## config.mk

```make
export PLATFORM = sky130hd
export DESIGN_NAME = spim_cmd_master
export DESIGN_NICKNAME = d
export VERILOG_FILES = /design/src/rtl/spim_pkg.sv /design/src/rtl/spim_fifo.sv /design/src/rtl/spim_attr_bank.sv /design/src/rtl/spim_engine.sv /design/src/rtl/spim_cmd_master.sv
export SDC_FILE = /design/constraint.sdc
export NUM_CORES = 1
export LEC_CHECK = 0
export BUFFER_PORTS_ARGS = -buffer_cell sky130_fd_sc_hd__buf_2
export CAP_MARGIN = 20
export CORE_ASPECT_RATIO = 1.75
export CORE_MARGIN = 10
export CORE_UTILIZATION = 50
export CTS_CLUSTER_DIAMETER = 100
export CTS_CLUSTER_SIZE = 20
export DETAILED_ROUTE_END_ITERATION = 16
export PLACE_DENSITY = 0.72
export SLEW_MARGIN = 20
export SYNTH_ARGS = -nofsm -noshare
export SYNTH_HDL_FRONTEND = slang
export SYNTH_SLANG_ARGS = --single-unit
export TNS_END_PERCENT = 50
```

## constraint.sdc

```tcl
create_clock -name clk -period 3.75 [get_ports clk]
set_input_delay 1.125 -clock clk [delete_from_list [all_inputs] [get_ports clk]]
set_output_delay 1.125 -clock clk [all_outputs]
set_load 0.01 [all_outputs]
```

## src/rtl/spim_pkg.sv

```systemverilog
package spim_pkg;
  localparam int unsigned SPIM_DW    = 32;
  localparam int unsigned SPIM_DIV_W = 8;

  typedef struct packed {
    logic [4:0]            size_m1;
    logic                  cpol;
    logic                  cpha;
    logic                  lsbf;
    logic [SPIM_DIV_W-1:0] div;
  } spim_attr_t;

  typedef enum logic [2:0] {
    S_IDLE, S_LEAD, S_SHIFT, S_TRAIL, S_DONE
  } spim_state_t;
endpackage

```

## src/rtl/spim_fifo.sv

```systemverilog
module spim_fifo #(
  parameter int W     = 32,
  parameter int DEPTH = 4
) (
  input  logic         clk,
  input  logic         rst,
  input  logic         push,
  input  logic [W-1:0] wdata,
  input  logic         pop,
  output logic [W-1:0] rdata,
  output logic         full,
  output logic         empty
);
  localparam int AW = (DEPTH > 1) ? $clog2(DEPTH) : 1;
  localparam int CW = $clog2(DEPTH + 1);

  logic [W-1:0]  mem [DEPTH];
  logic [AW-1:0] wptr, rptr;
  logic [CW-1:0] count;
  logic          wr, rd;

  assign full  = (count == CW'(DEPTH));
  assign empty = (count == '0);
  assign wr    = push && !full;
  assign rd    = pop && !empty;
  assign rdata = mem[rptr];

  always_ff @(posedge clk) begin
    if (wr) mem[wptr] <= wdata;
  end

  always_ff @(posedge clk) begin
    if (rst) begin
      wptr  <= '0;
      rptr  <= '0;
      count <= '0;
    end else begin
      if (wr) wptr <= (wptr == AW'(DEPTH - 1)) ? '0 : wptr + 1'b1;
      if (rd) rptr <= (rptr == AW'(DEPTH - 1)) ? '0 : rptr + 1'b1;
      case ({wr, rd})
        2'b10:   count <= count + 1'b1;
        2'b01:   count <= count - 1'b1;
        default: count <= count;
      endcase
    end
  end
endmodule

```

## src/rtl/spim_attr_bank.sv

```systemverilog
module spim_attr_bank
  import spim_pkg::*;
#(
  parameter int NSET = 2,
  parameter int SELW = 1
) (
  input  logic            clk,
  input  logic            rst,
  input  logic            we,
  input  logic [SELW-1:0] wsel,
  input  spim_attr_t      wattr,
  input  logic [SELW-1:0] rsel,
  output spim_attr_t      rattr
);
  localparam spim_attr_t RESET_ATTR = '{size_m1: 5'd7, cpol: 1'b0, cpha: 1'b0,
                                        lsbf: 1'b0, div: SPIM_DIV_W'(1)};
  spim_attr_t bank [NSET];

  for (genvar g = 0; g < NSET; g++) begin : g_set
    always_ff @(posedge clk) begin
      if (rst)                            bank[g] <= RESET_ATTR;
      else if (we && wsel == SELW'(g))    bank[g] <= wattr;
    end
  end

  assign rattr = bank[rsel];
endmodule

```

## src/rtl/spim_engine.sv

```systemverilog
module spim_engine
  import spim_pkg::*;
#(
  parameter int NCS = 4
) (
  input  logic               clk,
  input  logic               rst,
  input  logic               en,
  input  logic               tx_empty,
  input  logic [SPIM_DW-1:0] head_data,
  input  logic [NCS-1:0]     head_mask,
  input  logic               head_cont,
  input  spim_attr_t         head_attr,
  input  logic               rx_full,
  input  logic               sin,
  output logic               tx_pop,
  output logic               rx_push,
  output logic [SPIM_DW-1:0] rx_word,
  output logic               sck,
  output logic               sout,
  output logic               rx_stall,
  output logic [NCS-1:0]     cs_n
);
  localparam int IW = $clog2(SPIM_DW);

  spim_state_t           state;
  spim_attr_t            cur;
  logic [NCS-1:0]        cur_mask;
  logic                  cur_cont;
  logic [SPIM_DW-1:0]    txw;
  logic [IW-1:0]         idx, nidx, first_idx;
  logic [IW:0]           edges;
  logic [SPIM_DIV_W-1:0] tmr;
  logic                  lead_edge, last_edge, start_new, chain;

  always_comb begin
    nidx      = cur.lsbf ? idx + 1'b1 : idx - 1'b1;
    first_idx = head_attr.lsbf ? '0 : IW'(head_attr.size_m1);
    lead_edge = ~edges[0];
    last_edge = (edges == {cur.size_m1, 1'b1});
    start_new = (state == S_IDLE) && en && !tx_empty;
    chain     = (state == S_DONE) && !rx_full && cur_cont && en && !tx_empty &&
                (head_mask == cur_mask);
    tx_pop    = start_new || chain;
    rx_push   = (state == S_DONE) && !rx_full;
  end

  always_ff @(posedge clk) begin
    if (rst) begin
      state    <= S_IDLE;
      cur      <= '0;
      cur_mask <= '0;
      cur_cont <= 1'b0;
      txw      <= '0;
      rx_word  <= '0;
      idx      <= '0;
      edges    <= '0;
      tmr      <= '0;
      sck      <= 1'b0;
      sout     <= 1'b0;
      rx_stall <= 1'b0;
      cs_n     <= '1;
    end else begin
      rx_stall <= (state == S_DONE) && rx_full;
      if (tx_pop) begin
        cur      <= head_attr;
        cur_mask <= head_mask;
        cur_cont <= head_cont;
        txw      <= head_data;
        rx_word  <= '0;
        idx      <= first_idx;
        sout     <= head_data[first_idx];
        sck      <= head_attr.cpol;
        cs_n     <= ~head_mask;
        edges    <= '0;
        tmr      <= head_attr.div;
        state    <= S_LEAD;
      end else begin
        case (state)
          S_LEAD: begin
            if (tmr == '0) state <= S_SHIFT;
            else           tmr   <= tmr - 1'b1;
          end
          S_SHIFT: begin
            if (tmr != '0) begin
              tmr <= tmr - 1'b1;
            end else begin
              sck   <= ~sck;
              tmr   <= cur.div;
              edges <= edges + 1'b1;
              if (lead_edge) begin
                if (cur.cpha) sout         <= txw[idx];
                else          rx_word[idx] <= sin;
              end else begin
                if (cur.cpha)  rx_word[idx] <= sin;
                else           sout         <= txw[nidx];
                idx <= nidx;
                if (last_edge) state <= S_TRAIL;
              end
            end
          end
          S_TRAIL: begin
            if (tmr == '0) state <= S_DONE;
            else           tmr   <= tmr - 1'b1;
          end
          S_DONE: begin
            if (!rx_full) begin
              cs_n  <= '1;
              state <= S_IDLE;
            end
          end
          default: state <= state;
        endcase
      end
    end
  end
endmodule

```

## src/rtl/spim_cmd_master.sv

```systemverilog
module spim_cmd_master
  import spim_pkg::*;
#(
  parameter int NCS   = 4,
  parameter int NSET  = 2,
  parameter int DEPTH = 4,
  parameter int SELW  = (NSET > 1) ? $clog2(NSET) : 1,
  parameter int DIV_W = SPIM_DIV_W
) (
  input  logic               clk,
  input  logic               rst,
  input  logic               en,
  input  logic               cfg_write,
  input  logic [SELW-1:0]    cfg_set,
  input  logic [4:0]         cfg_size_m1,
  input  logic               cfg_cpol,
  input  logic               cfg_cpha,
  input  logic               cfg_lsb_first,
  input  logic [DIV_W-1:0]   cfg_div,
  input  logic               push_valid,
  input  logic [SPIM_DW-1:0] push_data,
  input  logic [SELW-1:0]    push_set,
  input  logic [NCS-1:0]     push_cs_mask,
  input  logic               push_keep_cs,
  output logic               tx_full,
  output logic               tx_empty,
  input  logic               rx_pop,
  output logic [SPIM_DW-1:0] rx_data,
  output logic               rx_full,
  output logic               rx_empty,
  output logic               rx_stall,
  output logic               sck,
  output logic [NCS-1:0]     cs_n,
  output logic               sout,
  input  logic               sin
);
  localparam int TXW = SPIM_DW + SELW + NCS + 1;

  logic [TXW-1:0]     tx_in, tx_head;
  logic [SPIM_DW-1:0] head_data, rx_word;
  logic [SELW-1:0]    head_set;
  logic [NCS-1:0]     head_mask;
  logic               head_cont, tx_pop, rx_push;
  spim_attr_t         wattr, head_attr;

  assign tx_in = {push_keep_cs, push_cs_mask, push_set, push_data};
  assign {head_cont, head_mask, head_set, head_data} = tx_head;
  assign wattr = '{size_m1: cfg_size_m1, cpol: cfg_cpol, cpha: cfg_cpha,
                   lsbf: cfg_lsb_first, div: SPIM_DIV_W'(cfg_div)};

  spim_fifo #(.W(TXW), .DEPTH(DEPTH)) u_txq (
    .clk(clk), .rst(rst), .push(push_valid), .wdata(tx_in), .pop(tx_pop),
    .rdata(tx_head), .full(tx_full), .empty(tx_empty));

  spim_attr_bank #(.NSET(NSET), .SELW(SELW)) u_bank (
    .clk(clk), .rst(rst), .we(cfg_write), .wsel(cfg_set), .wattr(wattr),
    .rsel(head_set), .rattr(head_attr));

  spim_engine #(.NCS(NCS)) u_eng (
    .clk(clk), .rst(rst), .en(en), .tx_empty(tx_empty), .head_data(head_data),
    .head_mask(head_mask), .head_cont(head_cont), .head_attr(head_attr),
    .rx_full(rx_full), .sin(sin), .tx_pop(tx_pop), .rx_push(rx_push),
    .rx_word(rx_word), .sck(sck), .sout(sout), .rx_stall(rx_stall), .cs_n(cs_n));

  spim_fifo #(.W(SPIM_DW), .DEPTH(DEPTH)) u_rxq (
    .clk(clk), .rst(rst), .push(rx_push), .wdata(rx_word), .pop(rx_pop),
    .rdata(rx_data), .full(rx_full), .empty(rx_empty));
endmodule

```

# == Word level (Yosys, flattened, before mapping) ==
# Memories as Yosys holds them, arrays and structs flattened. A register that Yosys moved wholly into a read port is not among the register bits.
# Index checks and enable logic that the tools add are counted.
# op_classes
n_addsub,12
n_lt_le_gt_ge,4
n_eq_ne,34
mux,66
n_bitwise,6
reduce_logical,45
# op_table
operator,n
two-way mux 32 bit,3
bitwise mux 32 bit,1
two-way mux 16 bit,2
two-way mux 5 bit,6
two-way mux 1 bit,26
two-way mux 8 bit,3
"< comparator 5 x 6 -> 1 bit, second input constant",3
two-way mux 3 bit,6
two-way mux 2 bit,8
case mux 8 bit (2 select lines),1
binary-select mux 1 bit (select 5 bit),3
logical AND 1 bit,15
AND reduction 7 bit,2
"== test 2 bit, second input constant",6
two-way mux 4 bit,3
"inequality test 3 x 2 -> 1 bit, second input constant",4
"inequality test 3 bit, second input constant",4
case mux 3 bit (2 select lines),2
case mux 3 bit (4 select lines),1
"inequality test 2 x 1 -> 1 bit, second input constant",5
"inequality test 2 bit, second input constant",5
nonzero test 2 bit,5
"== test 3 bit, second input constant",3
logical NOT 3 bit,3
other kinds (28),47
# totals
reg_bits,127
mem_bits_rw,312
out_inout_bits,43
wordCells,193
memories,3
# memory_table
memory,depth,width,read_ports,rd_ports_with_merged_regs,wr,line,text
u_txq.mem,4,38,1,1,1,spim_fifo.sv:17,logic [W-1:0] mem [DEPTH];
u_rxq.mem,4,32,1,1,1,spim_fifo.sv:17,
u_bank.bank,2,16,1,0,2,spim_attr_bank.sv:17,spim_attr_t bank [NSET];

# == Logic depth before layout (Yosys ltp) ==
# depth
ltp_word,11
ltp_mapped,15
mapped_depth_nobuf,13

# == Hierarchy ==
# A second synthesis with hierarchy kept.
# unflattened
hier_cells,1280
area_unflattened_um2,18403.9
# modules_own_cells
mod,n_inst,cells_each,area_each_um2,seq_area_each_um2
spim_fifo (u_txq),1,252,5974.5,4744.6
spim_engine,1,705,5850.6,2262.2
spim_fifo (u_rxq),1,221,5102.4,4023.9
spim_attr_bank,1,102,1476.4,960.9

# == Worst setup path after synthesis ==
# No wires, ideal clock.
# synth_path
path_kind,input to register
startpoint,in en
endpoint,reg u_txq.count[2]
setup_time_ps,70
arrival_ps,3545
required_ps,3680
slack_ps,135
cell_stages,11
path_cell_list,nor4bb_1 > a41oi_1 > inv_1 > buf_2 > buf_1 > ha_1 > inv_1 > fa_1 > xor2_1 > or3_1 > a21oi_1
# synth_via
elab_chain_len,7
word_cells_on_any_way,11
# synth_rtl
element,line,text
start: declaration,spim_cmd_master.sv:12,"input logic en,"
logical AND 1 bit (3 in a row),spim_engine.sv:42,chain = (state == S_DONE) && !rx_full && cur_cont && en && !tx_empty &&
logical OR 1 bit (*),spim_engine.sv:44,tx_pop = start_new || chain;
logical AND 1 bit (*),spim_fifo.sv:25,assign rd = pop && !empty;
== test 2 x 1 -> 1 bit or == test 2 bit (tied branches),spim_fifo.sv:40,"case ({wr, rd})"
case mux 3 bit (2 select lines) or nonzero test 2 bit (tied branches),--,
end signal: assignment,spim_fifo.sv:41,2'b10: count <= count + 1'b1;
end signal: assignment,spim_fifo.sv:42,2'b01: count <= count - 1'b1;
end signal: assignment,spim_fifo.sv:43,default: count <= count;
end: declaration,spim_fifo.sv:19,logic [CW-1:0] count;
# Every way passes the cells marked *; elsewhere a longest branch is shown, timed or not.
# A chain may end at the register's enable or synchronous reset.

==> flow_summary.ini <==
[yosys]
synth_area_leaders = edfxtp_1 52%, dfxtp_1 15%, mux4_2 11%
ys_types = 60
yosysWarnings = 0
syn_inst = 1261
synth_seq_cells = 443
netlist_area_um2 = 18000
postSynthNetCount = 1345
synth_largest_area_cell = edfxtp_1
yosysTopAreaCellShare_pct = 51.9
synth_enable_flop_cells = 312
async_reset_ff_share_pct = 0
synth_top_flop_cell = edfxtp_1
synth-seq-area-share_pct = 66.5
syn_avg_cell_area_um2 = 14.3

[detailed_routing]
routed_wl_um = 35500
wire_per_inst_um = 19.2
routed-via-count = 10267
viasPerCell = 5.56
drt_iter0_drc = 531
drc_errors = 0
drtAntennaViolNets = 0
dr.pass1.iters = 6

[timing]
setup_viol = 0
fin_skew_ns = 0.0185
setup_tns_ns = 0
slew_violations = 0
finalCritPeriodShare_pct = 88.9
slew_headroom_pct = 31.9
max_freq_mhz = 300
hold_viol = 0
worst_slew_pin_slew_ns = 1.02
rsz0062_at_grt = false
timing.final.crit_period_ns = 3.33

[hold_path]
hold_depth = 1
hold_start = u_eng.cur[7]$_SDFFE_PP0N_
hold_class = reg2reg

[die]
die_x_um = 164
die_h_um = 271
dieArea_um2 = 44400
core-area_um2 = 35800
row_count = 92
num_io_pins = 105
initial_core_util_pct = 50.4

[worst_setup_path]
cp-end-kind = output pin
cp_num_cells = 3
cp.required_ns = 2.62
crit_path_max_incr_delay_ns = 0.67
cp_top_family = flip-flops
arrival_ns = 2.21
crit_fanout = 15
crit_type = reg2out
cp_slowest_cell = dfxtp_2
r2r_cells = 8
cp_num_buf_inv = 2
cp_cell_sequence = buf_12, mux4_2, buf_2
critPathLaunchType = register

[cells_and_area]
mostFrequentLayoutCells = 312 x edfxtp_1, 160 x nand2_1, 129 x dfxtp_1, 104 x buf_2, 97 x a21oi_1
drive_above_1_share_pct = 19.9
final_nets = 1441
final_common_cell = edfxtp_1
syn2layout_area_growth_pct = 10.5

[clock_tree]
cts_tree = built
clock-sinks = 443
h-tree-depth = 1
cts_setup_buffers = 0
insertion_delay_ns = 0.56
cts_root_buf = clkbuf_16
clockBufferDepth = 3
clkTransAtPathRegs_ns = 0.09
cts-hold-fix-buffers = 0
cts_made_buffers = 26
cts-resized-gates = 0

[grt]
grtUsageTotal_pct = 15.9
grt_pass1_vias = 10560
grt_max_degree = 81
grt_pass1_wl_um = 56800
gr-total-overflow = 0
antenna_found_initial = 2

[pwr]
p_per_area_nw_per_um2 = 598
ir_worst_vdd_mv = 0.490
finalPower_w = 0.0119
leakagePower_nw = 6.74

[run]
drv_cap = 0

[placed_design]
dp_hpwl_um = 24400
port_buffers = 104
place_congestion = 0.850

[outcome]
status = finished, final reports clean
Yosys cell counts, types with 7 or more instances:
library cell,number
nand2_1,160
buf_2,8
inv_1,32
buf_1,14
nand3_1,29
nor3b_1,7
o21ai_0,15
a21o_1,7
xor2_1,16
xnor2_1,11
ha_1,19
edfxtp_1,312
nand2b_1,21
nor3_1,14
a21oi_1,97
dfxtp_1,131
mux2i_1,25
mux4_2,89
and2_1,32
nor2_1,82
clkbuf_1,43
a311oi_1,7
worst paths after layout:
path,end,slack [ns]
hold reg to reg,u_eng.cur[7]$_SDFFE_PP0N_,0.47
hold / removal,u_eng.cur[7]$_SDFFE_PP0N_,0.47
setup / recovery,rx_data[4],0.42
setup reg to reg,u_eng.sout$_SDFFE_PP0P_,0.61
metal layers:
metal / track usage (%) / wire length [um] / vias up
li1: - / - / 4885
met1: 17.7 / 13400 / 5066
met2: 29.9 / 19500 / 254
met3: 2.15 / 1560 / 62
met4: 5.33 / 974 / 0
met5: 0 / 0 / -
where the power goes:
part / internal, W / switching (W)
sequential: 0.00566 / 0.000312
combinational: 0.00131 / 0.00176
clock: 0.00136 / 0.00151
sequential cells by signal (all words and copies together), names as in the netlist, 4 cells and up, named ones only:
register,cells
u_bank.bank,32
u_eng.cs_n,4
u_eng.cur,15
u_eng.cur_mask,4
u_eng.edges,6
u_eng.idx,5
u_eng.rx_word,32
u_eng.tmr,8
u_eng.txw,32
u_rxq.mem,128
u_txq.mem,152
logic make-up after synthesis:
family          share of synthesized area [%]
compound gates                           5.94
fa+ha+maj                                1.65
flops                                    66.5
mux                                      12.9
xor+xnor                                 1.31
buf+inv                                  2.28
simple gates                             9.48
final cells by class:
| type | count | area, um^2 |
|---|---|---|
| Tap cell | 470 | 588 |
| Clock buffer | 45 | 743 |
| Antenna cell | 2 | 5.00 |
| Multi-Input combinational cell | 717 | 5680 |
| Inverter | 32 | 120 |
| Clock inverter | 1 | 20.0 |
| Timing Repair Buffer | 137 | 793 |
| Fill cell | 2839 | 15900 |
| Sequential cell | 443 | 12000 |
metrics by stage:
stage	worst slack (ns)	hold slack (ns)	instance area, um^2	instances	util (%)
finish	0.415	0.472	19900	1847	55.7
global route	0.273	0.495	19900	1847	55.7
CTS	0.315	0.470	19900	1845	55.7
detailed placement	0.590	0.453	19200	1799	53.6
global placement	0.664	0.444	19200	1799	53.6
floorplan	0.135	0.428	18000	1261	-
(Power assumes the default switching activity.)
